$ cat config.mk
export PLATFORM = sky130hd
export DESIGN_NAME = dmaseq_top
export DESIGN_NICKNAME = d
export VERILOG_FILES = /design/src/rtl/dmaseq_pkg.sv /design/src/rtl/dmaseq_rst_sync.sv /design/src/rtl/dmaseq_chunk_calc.sv /design/src/rtl/dmaseq_wr_scatter.sv /design/src/rtl/dmaseq_rd_gather.sv /design/src/rtl/dmaseq_top.sv
export SDC_FILE = /design/constraint.sdc
export NUM_CORES = 1
export LEC_CHECK = 0
export BUFFER_PORTS_ARGS = -buffer_cell sky130_fd_sc_hd__buf_2
export CAP_MARGIN = 20
export CORE_ASPECT_RATIO = 0.5
export CORE_UTILIZATION = 55
export CTS_BUF_LIST = sky130_fd_sc_hd__clkbuf_8 sky130_fd_sc_hd__clkbuf_16
export DETAILED_ROUTE_END_ITERATION = 7
export PLACE_DENSITY_LB_ADDON = 0.3
export SLEW_MARGIN = 10
export SYNTH_ARGS = -nofsm -noshare
export SYNTH_HDL_FRONTEND = slang
export SYNTH_SLANG_ARGS = --single-unit
$ cat constraint.sdc
create_clock -name clk -period 7.2 [get_ports clk]
set_input_delay 0.72 -clock clk [delete_from_list [all_inputs] [get_ports clk]]
set_output_delay 0.72 -clock clk [all_outputs]
set_load 0.01 [all_outputs]
$ cat src/rtl/dmaseq_pkg.sv
package dmaseq_pkg;
  typedef enum logic [1:0] {
    SQ_IDLE  = 2'd0,
    SQ_ISSUE = 2'd1,
    SQ_WAIT  = 2'd2
  } sq_state_e;
endpackage

$ cat src/rtl/dmaseq_rst_sync.sv
module dmaseq_rst_sync (
  input  logic clk,
  input  logic rst_n,
  output logic rst_sn
);
  logic [1:0] sync_q;

  always_ff @(posedge clk or negedge rst_n) begin
    if (!rst_n) begin
      sync_q <= 2'b00;
    end else begin
      sync_q <= {sync_q[0], 1'b1};
    end
  end

  assign rst_sn = sync_q[1];
endmodule

$ cat src/rtl/dmaseq_chunk_calc.sv
// Computes the position and size of the next piece from the transfer
// start, its total length and the bytes already completed.
module dmaseq_chunk_calc #(
  parameter int ADDR_W     = 12,
  parameter int LINE_BYTES = 8,
  parameter int MAX_LEN    = 24,
  localparam int OFF_W     = $clog2(LINE_BYTES),
  localparam int LEN_W     = $clog2(MAX_LEN + 1),
  localparam int CLEN_W    = $clog2(LINE_BYTES + 1)
) (
  input  logic [ADDR_W-1:0] start_addr,
  input  logic [LEN_W-1:0]  total_len,
  input  logic [LEN_W-1:0]  done_len,
  output logic [ADDR_W-1:0] chunk_addr,
  output logic [OFF_W-1:0]  chunk_off,
  output logic [CLEN_W-1:0] chunk_len,
  output logic [LEN_W-1:0]  next_done
);
  localparam int CW = ((LEN_W > CLEN_W) ? LEN_W : CLEN_W) + 1;

  logic [CW-1:0] remain;
  logic [CW-1:0] room;

  always_comb begin
    chunk_addr = start_addr + ADDR_W'(done_len);
    chunk_off  = chunk_addr[OFF_W-1:0];
    remain     = CW'(total_len) - CW'(done_len);
    room       = CW'(LINE_BYTES) - CW'(chunk_off);
    chunk_len  = CLEN_W'((remain < room) ? remain : room);
    next_done  = LEN_W'(CW'(done_len) + CW'(chunk_len));
  end
endmodule

$ cat src/rtl/dmaseq_wr_scatter.sv
// Places the payload bytes of the current piece into their line lanes.
module dmaseq_wr_scatter #(
  parameter int LINE_BYTES = 8,
  parameter int MAX_LEN    = 24,
  localparam int OFF_W     = $clog2(LINE_BYTES),
  localparam int LEN_W     = $clog2(MAX_LEN + 1),
  localparam int CLEN_W    = $clog2(LINE_BYTES + 1),
  localparam int IDX_W     = $clog2(MAX_LEN)
) (
  input  logic [MAX_LEN*8-1:0]    payload,
  input  logic [LEN_W-1:0]        done_len,
  input  logic [OFF_W-1:0]        chunk_off,
  input  logic [CLEN_W-1:0]       chunk_len,
  output logic [LINE_BYTES*8-1:0] line_data
);
  logic [7:0] pay_b [MAX_LEN];

  for (genvar j = 0; j < MAX_LEN; j++) begin : g_unpack
    assign pay_b[j] = payload[j*8 +: 8];
  end

  for (genvar k = 0; k < LINE_BYTES; k++) begin : g_lane
    int         src;
    logic       hit;
    logic [7:0] lane_b;

    always_comb begin
      src = int'(done_len) + k - int'(chunk_off);
      hit = (k >= int'(chunk_off)) &&
            (k < int'(chunk_off) + int'(chunk_len)) &&
            (src >= 0) && (src < MAX_LEN);
      lane_b = 8'h00;
      if (hit) begin
        lane_b = pay_b[IDX_W'(src)];
      end
    end

    assign line_data[k*8 +: 8] = lane_b;
  end
endmodule

$ cat src/rtl/dmaseq_rd_gather.sv
// Copies the wanted bytes of a returned line into the read payload buffer.
module dmaseq_rd_gather #(
  parameter int LINE_BYTES = 8,
  parameter int MAX_LEN    = 24,
  localparam int OFF_W     = $clog2(LINE_BYTES),
  localparam int LEN_W     = $clog2(MAX_LEN + 1),
  localparam int CLEN_W    = $clog2(LINE_BYTES + 1)
) (
  input  logic                    clk,
  input  logic                    cap_en,
  input  logic [LEN_W-1:0]        done_len,
  input  logic [OFF_W-1:0]        chunk_off,
  input  logic [CLEN_W-1:0]       chunk_len,
  input  logic [LINE_BYTES*8-1:0] line_data,
  output logic [MAX_LEN*8-1:0]    gathered
);
  logic [7:0] line_b [LINE_BYTES];

  for (genvar k = 0; k < LINE_BYTES; k++) begin : g_unpack
    assign line_b[k] = line_data[k*8 +: 8];
  end

  for (genvar j = 0; j < MAX_LEN; j++) begin : g_byte
    logic             hit;
    logic [OFF_W-1:0] lane;
    logic [7:0]       slot_q;

    always_comb begin
      hit  = (j >= int'(done_len)) &&
             (j < int'(done_len) + int'(chunk_len));
      lane = OFF_W'(int'(chunk_off) + j - int'(done_len));
    end

    always_ff @(posedge clk) begin
      if (cap_en && hit) begin
        slot_q <= line_b[lane];
      end
    end

    assign gathered[j*8 +: 8] = slot_q;
  end
endmodule

$ cat src/rtl/dmaseq_top.sv
module dmaseq_top #(
  parameter int ADDR_W     = 12,
  parameter int LINE_BYTES = 8,
  parameter int MAX_LEN    = 24,
  localparam int OFF_W     = $clog2(LINE_BYTES),
  localparam int LEN_W     = $clog2(MAX_LEN + 1),
  localparam int CLEN_W    = $clog2(LINE_BYTES + 1)
) (
  input  logic                    clk,
  input  logic                    rst_n,
  input  logic                    req_valid,
  input  logic                    req_write,
  input  logic                    req_need_rsp,
  input  logic [ADDR_W-1:0]       req_addr,
  input  logic [LEN_W-1:0]        req_len,
  input  logic [MAX_LEN*8-1:0]    req_wdata,
  output logic                    req_accept,
  output logic                    req_refuse,
  output logic                    retry_pulse,
  output logic                    rsp_valid,
  output logic                    rsp_write,
  output logic [MAX_LEN*8-1:0]    rsp_rdata,
  output logic                    ds_valid,
  input  logic                    ds_ready,
  output logic                    ds_store,
  output logic [ADDR_W-1:0]       ds_addr,
  output logic [ADDR_W-1:0]       ds_line_addr,
  output logic [CLEN_W-1:0]       ds_len,
  output logic [LINE_BYTES*8-1:0] ds_wdata,
  input  logic                    ds_resp_valid,
  input  logic [LINE_BYTES*8-1:0] ds_resp_data,
  input  logic                    drain_query,
  output logic                    drain_idle,
  output logic                    drain_done
);
  import dmaseq_pkg::*;

  logic rst_sn;

  sq_state_e         state_q, state_d;
  logic [ADDR_W-1:0] start_q, start_d;
  logic [LEN_W-1:0]  total_q, total_d;
  logic [LEN_W-1:0]  done_q, done_d;
  logic [LEN_W-1:0]  issued_q, issued_d;
  logic              write_q, write_d;
  logic              need_q, need_d;
  logic              retry_pend_q, retry_pend_d;
  logic              drain_pend_q, drain_pend_d;
  logic              rsp_q, rsp_d;
  logic              retry_q, retry_d;
  logic              drained_q, drained_d;
  logic [MAX_LEN*8-1:0] payload_q;

  logic              busy;
  logic              load_en;
  logic              finish;
  logic              cap_en;
  logic [ADDR_W-1:0] chunk_addr;
  logic [OFF_W-1:0]  chunk_off;
  logic [CLEN_W-1:0] chunk_len;
  logic [LEN_W-1:0]  next_done;

  dmaseq_rst_sync u_rst_sync (
    .clk    (clk),
    .rst_n  (rst_n),
    .rst_sn (rst_sn)
  );

  dmaseq_chunk_calc #(
    .ADDR_W     (ADDR_W),
    .LINE_BYTES (LINE_BYTES),
    .MAX_LEN    (MAX_LEN)
  ) u_chunk (
    .start_addr (start_q),
    .total_len  (total_q),
    .done_len   (done_q),
    .chunk_addr (chunk_addr),
    .chunk_off  (chunk_off),
    .chunk_len  (chunk_len),
    .next_done  (next_done)
  );

  dmaseq_wr_scatter #(
    .LINE_BYTES (LINE_BYTES),
    .MAX_LEN    (MAX_LEN)
  ) u_scatter (
    .payload   (payload_q),
    .done_len  (done_q),
    .chunk_off (chunk_off),
    .chunk_len (chunk_len),
    .line_data (ds_wdata)
  );

  dmaseq_rd_gather #(
    .LINE_BYTES (LINE_BYTES),
    .MAX_LEN    (MAX_LEN)
  ) u_gather (
    .clk       (clk),
    .cap_en    (cap_en),
    .done_len  (done_q),
    .chunk_off (chunk_off),
    .chunk_len (chunk_len),
    .line_data (ds_resp_data),
    .gathered  (rsp_rdata)
  );

  assign busy       = (state_q != SQ_IDLE);
  assign req_accept = req_valid && !busy && rst_sn;
  assign req_refuse = req_valid && busy;
  assign drain_idle = drain_query && !busy;
  assign cap_en     = (state_q == SQ_WAIT) && ds_resp_valid && !write_q;

  // Next-state logic
  always_comb begin
    state_d  = state_q;
    start_d  = start_q;
    total_d  = total_q;
    done_d   = done_q;
    issued_d = issued_q;
    write_d  = write_q;
    need_d   = need_q;
    load_en  = 1'b0;
    finish   = 1'b0;

    unique case (state_q)
      SQ_IDLE: begin
        if (req_valid) begin
          load_en  = 1'b1;
          start_d  = req_addr;
          total_d  = req_len;
          done_d   = '0;
          issued_d = '0;
          write_d  = req_write;
          need_d   = req_need_rsp;
          state_d  = SQ_ISSUE;
        end
      end
      SQ_ISSUE: begin
        if (ds_ready) begin
          issued_d = next_done;
          state_d  = SQ_WAIT;
        end
      end
      SQ_WAIT: begin
        if (ds_resp_valid) begin
          done_d = issued_q;
          if (issued_q == total_q) begin
            finish  = 1'b1;
            state_d = SQ_IDLE;
          end else begin
            state_d = SQ_ISSUE;
          end
        end
      end
      default: state_d = SQ_IDLE;
    endcase

    rsp_d        = finish && need_q;
    retry_d      = finish && (retry_pend_q || req_refuse);
    retry_pend_d = finish ? 1'b0 : (retry_pend_q || req_refuse);
    drained_d    = finish && (drain_pend_q || drain_query);
    drain_pend_d = finish ? 1'b0 : (drain_pend_q || (drain_query && busy));
  end

  // Control registers
  always_ff @(posedge clk or negedge rst_sn) begin
    if (!rst_sn) begin
      state_q      <= SQ_IDLE;
      start_q      <= '0;
      total_q      <= '0;
      done_q       <= '0;
      issued_q     <= '0;
      write_q      <= 1'b0;
      need_q       <= 1'b0;
      retry_pend_q <= 1'b0;
      drain_pend_q <= 1'b0;
      rsp_q        <= 1'b0;
      retry_q      <= 1'b0;
      drained_q    <= 1'b0;
    end else begin
      state_q      <= state_d;
      start_q      <= start_d;
      total_q      <= total_d;
      done_q       <= done_d;
      issued_q     <= issued_d;
      write_q      <= write_d;
      need_q       <= need_d;
      retry_pend_q <= retry_pend_d;
      drain_pend_q <= drain_pend_d;
      rsp_q        <= rsp_d;
      retry_q      <= retry_d;
      drained_q    <= drained_d;
    end
  end

  // Payload register, loaded only on acceptance
  always_ff @(posedge clk) begin
    if (load_en) begin
      payload_q <= req_wdata;
    end
  end

  assign ds_valid     = (state_q == SQ_ISSUE);
  assign ds_store     = write_q;
  assign ds_addr      = chunk_addr;
  assign ds_line_addr = {chunk_addr[ADDR_W-1:OFF_W], {OFF_W{1'b0}}};
  assign ds_len       = chunk_len;
  assign rsp_valid    = rsp_q;
  assign rsp_write    = write_q;
  assign retry_pulse  = retry_q;
  assign drain_done   = drained_q;
endmodule

==> results of run 1 <==
metrics by stage:
stage / setup slack (ps) / utilization, %
after floorplan: 485 / -
after global placement: 954 / 63.6
after detailed placement: 807 / 63.7
after CTS: 175 / 66.5
after global routing: 6.83 / 66.6
final: 384 / 66.6
cells in the mapped netlist, drive strengths merged (39+ instances only):
cell type / count / area, um^2
mux4: 155 / 3490
o21ai: 39 / 195
buf: 87 / 472
xnor2: 40 / 399
nand2: 103 / 387
nor2: 152 / 571
mux2i: 327 / 3270
clkbuf: 66 / 248
a211oi: 53 / 398
inv: 44 / 165
ha: 63 / 788
edfxtp: 384 / 11500
a21oi: 92 / 460
mux2: 102 / 1150
cell type report:
| cell class | instances | area, um^2 | share of cell area, % |
|---|---|---|---|
| Multi-Input combinational cell | 1535 | 14400 | 44.1 |
| Sequential cell | 422 | 12500 | 38.2 |
| Timing Repair Buffer | 629 | 3380 | 10.3 |
| Clock buffer | 40 | 1000 | 3.06 |
| Tap cell | 649 | 812 | 2.48 |
| Clock inverter | 31 | 358 | 1.10 |
| Inverter | 57 | 214 | 0.655 |
| Antenna cell | 4 | 10.0 | 0.0306 |
worst min-delay path by stage:
stage | endpoint | slack, ps | from | cells past startpoint
after floorplan | u_rst_sync.sync_q[1] | 330 | u_rst_sync.sync_q[0] | 0
after global placement | start_q[6] | 300 | u_rst_sync.sync_q[1] | 1
after detailed placement | start_q[6] | 300 | u_rst_sync.sync_q[1] | 1
after CTS | done_q[0] | 300 | u_rst_sync.sync_q[1] | 1
after global routing | payload_q[48] | 310 | req_wdata[48] | 1
final | rsp_valid | 270 | u_rst_sync.sync_q[1] | 1
per-layer routing:
layer  vias to the layer above  GRT usage, %
li1                       9575             -
met1                     10900          46.8
met2                      1496          56.8
met3                       284          8.06
met4                         2          15.2
met5                         -             0
what timing repair did:
action / 4_1_cts / 5_1_grt
endpoints found under the hold margin: 2 / 0
hold buffers: 1 / 0
resized for setup: 0 / 4
setup endpoints to repair: 0 / 36
kinds of logic after synthesis:
kind of cell,share of synthesized area [%]
muxes,28.6
and+or+nand+nor,6.62
buffers and inverters,3.37
DFF,45.1
AOI/OAI and AO/OA,10.2
other,0.0271
xor gates and xnor gates,2.46
adders and majority gates,3.65
state kept, by name (all words and copies together), names as in the netlist, 2 cells and up:
register and count:
u_gather.g_byte.slot_q 192, state_q 2, issued_q 5, total_q 5
u_rst_sync.sync_q 2, payload_q 192, done_q 5, start_q 12
==> results.yml, run 1 <==
clock_network:
  cts_sinks: 422
  cts-root-buf: "clkbuf_16"
  clkTransAtPathRegs_ps: 80
  cts_buffer_depth: 3
  clock_latency_ps: 570
  post_cts_buffers: 0
  cts_max_level: 2
  cts_buffers: 39
  cts_tree: "done"
critical_path:
  r2r_cells: 20
  cp.required_ps: 6480
  rrSetupSlack_ps: 770
  criticalPathCategory: "reg -> out"
  timing.rr.end: "u_gather.g_byte[9].slot_q[7]"
  critPathMostFrequentCell: "ha_1"
  max_stage_delay_ps: 600
  crit_path_end: "ds_wdata[23]"
  path_cells: "ha_1 -> fa_1 -> xnor2_1 -> buf_4 -> ha_1 -> inv_1 -> ha_1 -> a21oi_1 -> o21ai_0 -> a211oi_1 -> nand2b_1 -> a21oi_2 -> ha_1 -> a21o_1 -> a21oi_1 -> and3_1 -> a311o_1 -> nor2_1 -> buf_2"
  r2r_start: "start_q[0]"
  crit_path_start: "start_q[0]"
  slowest_stage: "a311o_1"
  path_buf_inv: 3
  endpoint_kind: "primary output"
  crit_family: "compound AO/OA/AOI/OAI gates"
  worstSetupStartpointType: "flip-flop"
  path_max_fanout: 17
  arrival_ps: 6100
  cp_num_cells: 19
sta:
  maxSlewHeadroom_pct: 19.9
  hold_viol_final: 0
  rsz0062_at_grt: "no"
  timing.setup.tns_ps: 0
  skew_ps: 18.9
  fin_crit_sh_pct: 94.7
  fin_hold_ws_ps: 272
  slew_violations: 0
  fin_crit_ps: 6820
  fmax_mhz: 147
  setup_viol: 0
  tightestPinTransition_ps: 1200
logic_synthesis:
  syn_area_mm2: 0.0277
  ys.flop_type: "edfxtp_1"
  async_reset_ff_share_pct: 9.00
  post_synth.cell_area_avg_um2: 12.8
  ys_types: 81
  ys_seq_area_share_pct: 45.1
  ys_warn_count: 0
  postSynthCellCount: 2165
  synth_edf_count: 384
  yosys_register_bits: 422
drt:
  num_vias: 22300
  ant_nets: 0
  firstDrtPassIters: 6
  drc: 0
  drt-total-wl_um: 93300
  first_iter_violations: 2875
  wl_met3_um: 9780
  wl_met2_um: 43400
  routed.top_layer: "met5"
  routed_via_density: 6.62
  wl_per_cell_um: 27.7
  wl_met1_um: 35200
floorplanning:
  initial_core_util_pct: 56.4
  std_cell_rows: 57
  core_area_mm2: 0.0491
  die_area_mm2: 0.0513
  dieHeight_um: 161
  io_pins: 574
  die_w_um: 319
finish:
  layout.nets: 3037
  fin_cells: 3367
  num-fill-cells: 3643
  area_growth_syn_to_layout_pct: 18.1
  final_area_mm2: 0.0327
  final_cell_mix: "buf_2, edfxtp_1, mux2i_1, mux4_2, nor2_1"
  final_common_cell: "buf_2"
  drive_gt1_share_pct: 36.1
global_routing:
  grt.total_usage_pct: 35.5
  antenna_found_initial: 4
  grt_max_degree: 193
  grt_overflow_total: 0
  grt_pass1_vias: 20900
  grt_pass1_wl_um: 134000
placed_design:
  postPlaceCellArea_mm2: 0.0312
  dpl.cell_count: 3290
  place_congestion: 1.03
  port_buffers: 570
  dp_hpwl_um: 72300
min_path:
  hp-class: "reg -> async"
status:
  outcome: "completed"
flow_run:
  drv_cap: 0
Power of run 1 is left out: the tool's default activity adds up to more than one toggle a clock period on the data nets, which glitch-free logic cannot reach.
==> run 2, diff against run 1 <==
BUFFER_PORTS_ARGS = -buffer_cell sky130_fd_sc_hd__clkbuf_2   (was -buffer_cell sky130_fd_sc_hd__buf_2)
GPL_TIMING_DRIVEN = 0   (was unset)
==> results.yml, run 2 (synthesis gave the netlist of run 1 again) <==
drt:
  num_vias: 23400
  first_iter_violations: 3391
  routed_via_density: 6.73
  drt-total-wl_um: 106000
  drc: 0
  ant_nets: 0
  firstDrtPassIters: 6
  wl_per_cell_um: 30.4
clock_network:
  cts_buffers: 39
  clock_latency_ps: 580
  cts_max_level: 2
  cts-root-buf: "clkbuf_16"
  cts_sinks: 422
  clkTransAtPathRegs_ps: 80
  cts_buffer_depth: 3
  cts_tree: "done"
placed_design:
  place_congestion: 1.03
  port_buffers: 570
  place_ws_ps: -1070
  dp_hpwl_um: 83800
critical_path:
  endpoint_kind: "primary output"
  arrival_ps: 6250
  cp.required_ps: 6480
  r2r_start: "done_q[0]"
  crit_family: "adder cells"
  slowest_stage: "fa_2"
  max_stage_delay_ps: 660
  path_buf_inv: 4
  crit_path_end: "ds_wdata[30]"
  crit_path_start: "done_q[0]"
  path_max_fanout: 9
  path_cells: "ha_2 -> fa_2 -> clkinvlp_4 -> ha_1 -> ha_1 -> inv_1 -> ha_1 -> a21oi_1 -> o21ai_0 -> a211oi_2 -> nand2b_4 -> a21oi_2 -> ha_1 -> a21o_1 -> a21oi_1 -> and3_1 -> buf_2 -> a221o_2 -> nor2_1 -> clkbuf_2"
  criticalPathCategory: "reg -> out"
  cp_num_cells: 20
  r2r_cells: 22
  critPathMostFrequentCell: "ha_1"
  rrSetupSlack_ps: 310
  worstSetupStartpointType: "flip-flop"
  timing.rr.end: "u_gather.g_byte[22].slot_q[1]"
global_routing:
  grt.total_usage_pct: 40.5
  grt_pass1_wl_um: 151000
  grt_overflow_total: 0
  antenna_found_initial: 2
  grt_pass1_vias: 22400
  grt_max_degree: 117
sta:
  setup_viol: 0
  rsz0062_at_grt: "no"
  timing.setup.tns_ps: 0
  fmax_mhz: 143
  tightestPinTransition_ps: 1230
  maxSlewHeadroom_pct: 17.7
  hold_viol_final: 0
  fin_crit_ps: 6970
  slew_violations: 0
  fin_crit_sh_pct: 96.9
  skew_ps: 21.8
  fin_ws_ps: 226
floorplanning:
  std_cell_rows: 57
  dieHeight_um: 161
  die_area_mm2: 0.0513
  initial_core_util_pct: 56.4
  core_area_mm2: 0.0491
  io_pins: 574
  die_w_um: 319
min_path:
  hp-class: "in -> reg"
finish:
  drive_gt1_share_pct: 36.7
  top_regs: "payload_q: 192 flops, u_gather.g_byte.slot_q: 192 flops, start_q: 12 flops"
  area_growth_syn_to_layout_pct: 19.5
  final_cell_mix: "clkbuf_2, edfxtp_1, mux2i_1, mux4_2, nor2_1"
  layout.nets: 3157
  final_common_cell: "clkbuf_2"
flow_run:
  drv_cap: 0
status:
  outcome: "completed"
[run 2: changes by cell type in the layout (fill, tap and decap cells not counted), moves of 5 or more]
cell,before,now
clkbuf_1,0,64
a211oi_2,2,8
buf_2,570,50
buf_4,52,42
clkbuf_2,0,570
a221oi_1,8,3
a211oi_1,51,43
buf_1,0,19
[run 2: worst min path at each step]
stage	from	endpoint	cells after the start
after detailed placement	u_rst_sync.sync_q[0]	u_rst_sync.sync_q[1]	0
after global placement	u_rst_sync.sync_q[0]	u_rst_sync.sync_q[1]	0
final	req_wdata[155]	payload_q[155]	1
after floorplan	u_rst_sync.sync_q[0]	u_rst_sync.sync_q[1]	0
after global routing	req_wdata[79]	payload_q[79]	1
after CTS	req_wdata[64]	payload_q[64]	1
[run 2: timing repair]
action                                  CTS  global route
hold endpoints to repair                  2             0
resized for setup                        17            14
pin swaps                                 2             0
endpoints found under the setup margin  238           160
setup buffers                             2             3
hold buffers                              1             0
cloned                                    0             0
[run 2: worst reg2reg max path: cells and delay by family, from the launching register on]
kind	cells	cell delay (ps)
adders and majority gates	7	2390
and+or+nand+nor	2	580
DFF	1	520
muxes	1	250
xor gates and xnor gates	1	280
AOI/OAI and AO/OA	7	1740
buffers and inverters	4	830
[run 2: per-stage QoR]
step	area, um^2	hold WS [ps]	instances	util [%]
final	33100	311	3480	67.4
after CTS	33000	298	3474	67.2
after detailed placement	31600	356	3404	64.3
after global routing	33100	300	3479	67.4
after floorplan	27700	331	2167	-
after global placement	31300	341	3386	63.9
[run 2: cell type report]
cell class | instances | area [um^2]
Antenna cell | 1 | 2.50
Buffer | 152 | 728
Clock buffer | 39 | 976
Clock inverter | 28 | 314
Fill cell | 3635 | 16000
Inverter | 57 | 218
Multi-Input combinational cell | 1535 | 14500
Sequential cell | 422 | 12500
Tap cell | 649 | 812
Timing Repair Buffer | 597 | 3070
[run 2: per-layer routing]
metal | track usage (%) | wire (um) | vias to the layer above
met5 | 0 | 13 | -
met4 | 15.4 | 4740 | 2
met3 | 12.1 | 12600 | 302
met2 | 62.1 | 47500 | 1676
met1 | 54.5 | 40900 | 11600
li1 | - | - | 9791
Power of run 2 is left out for the same reason.
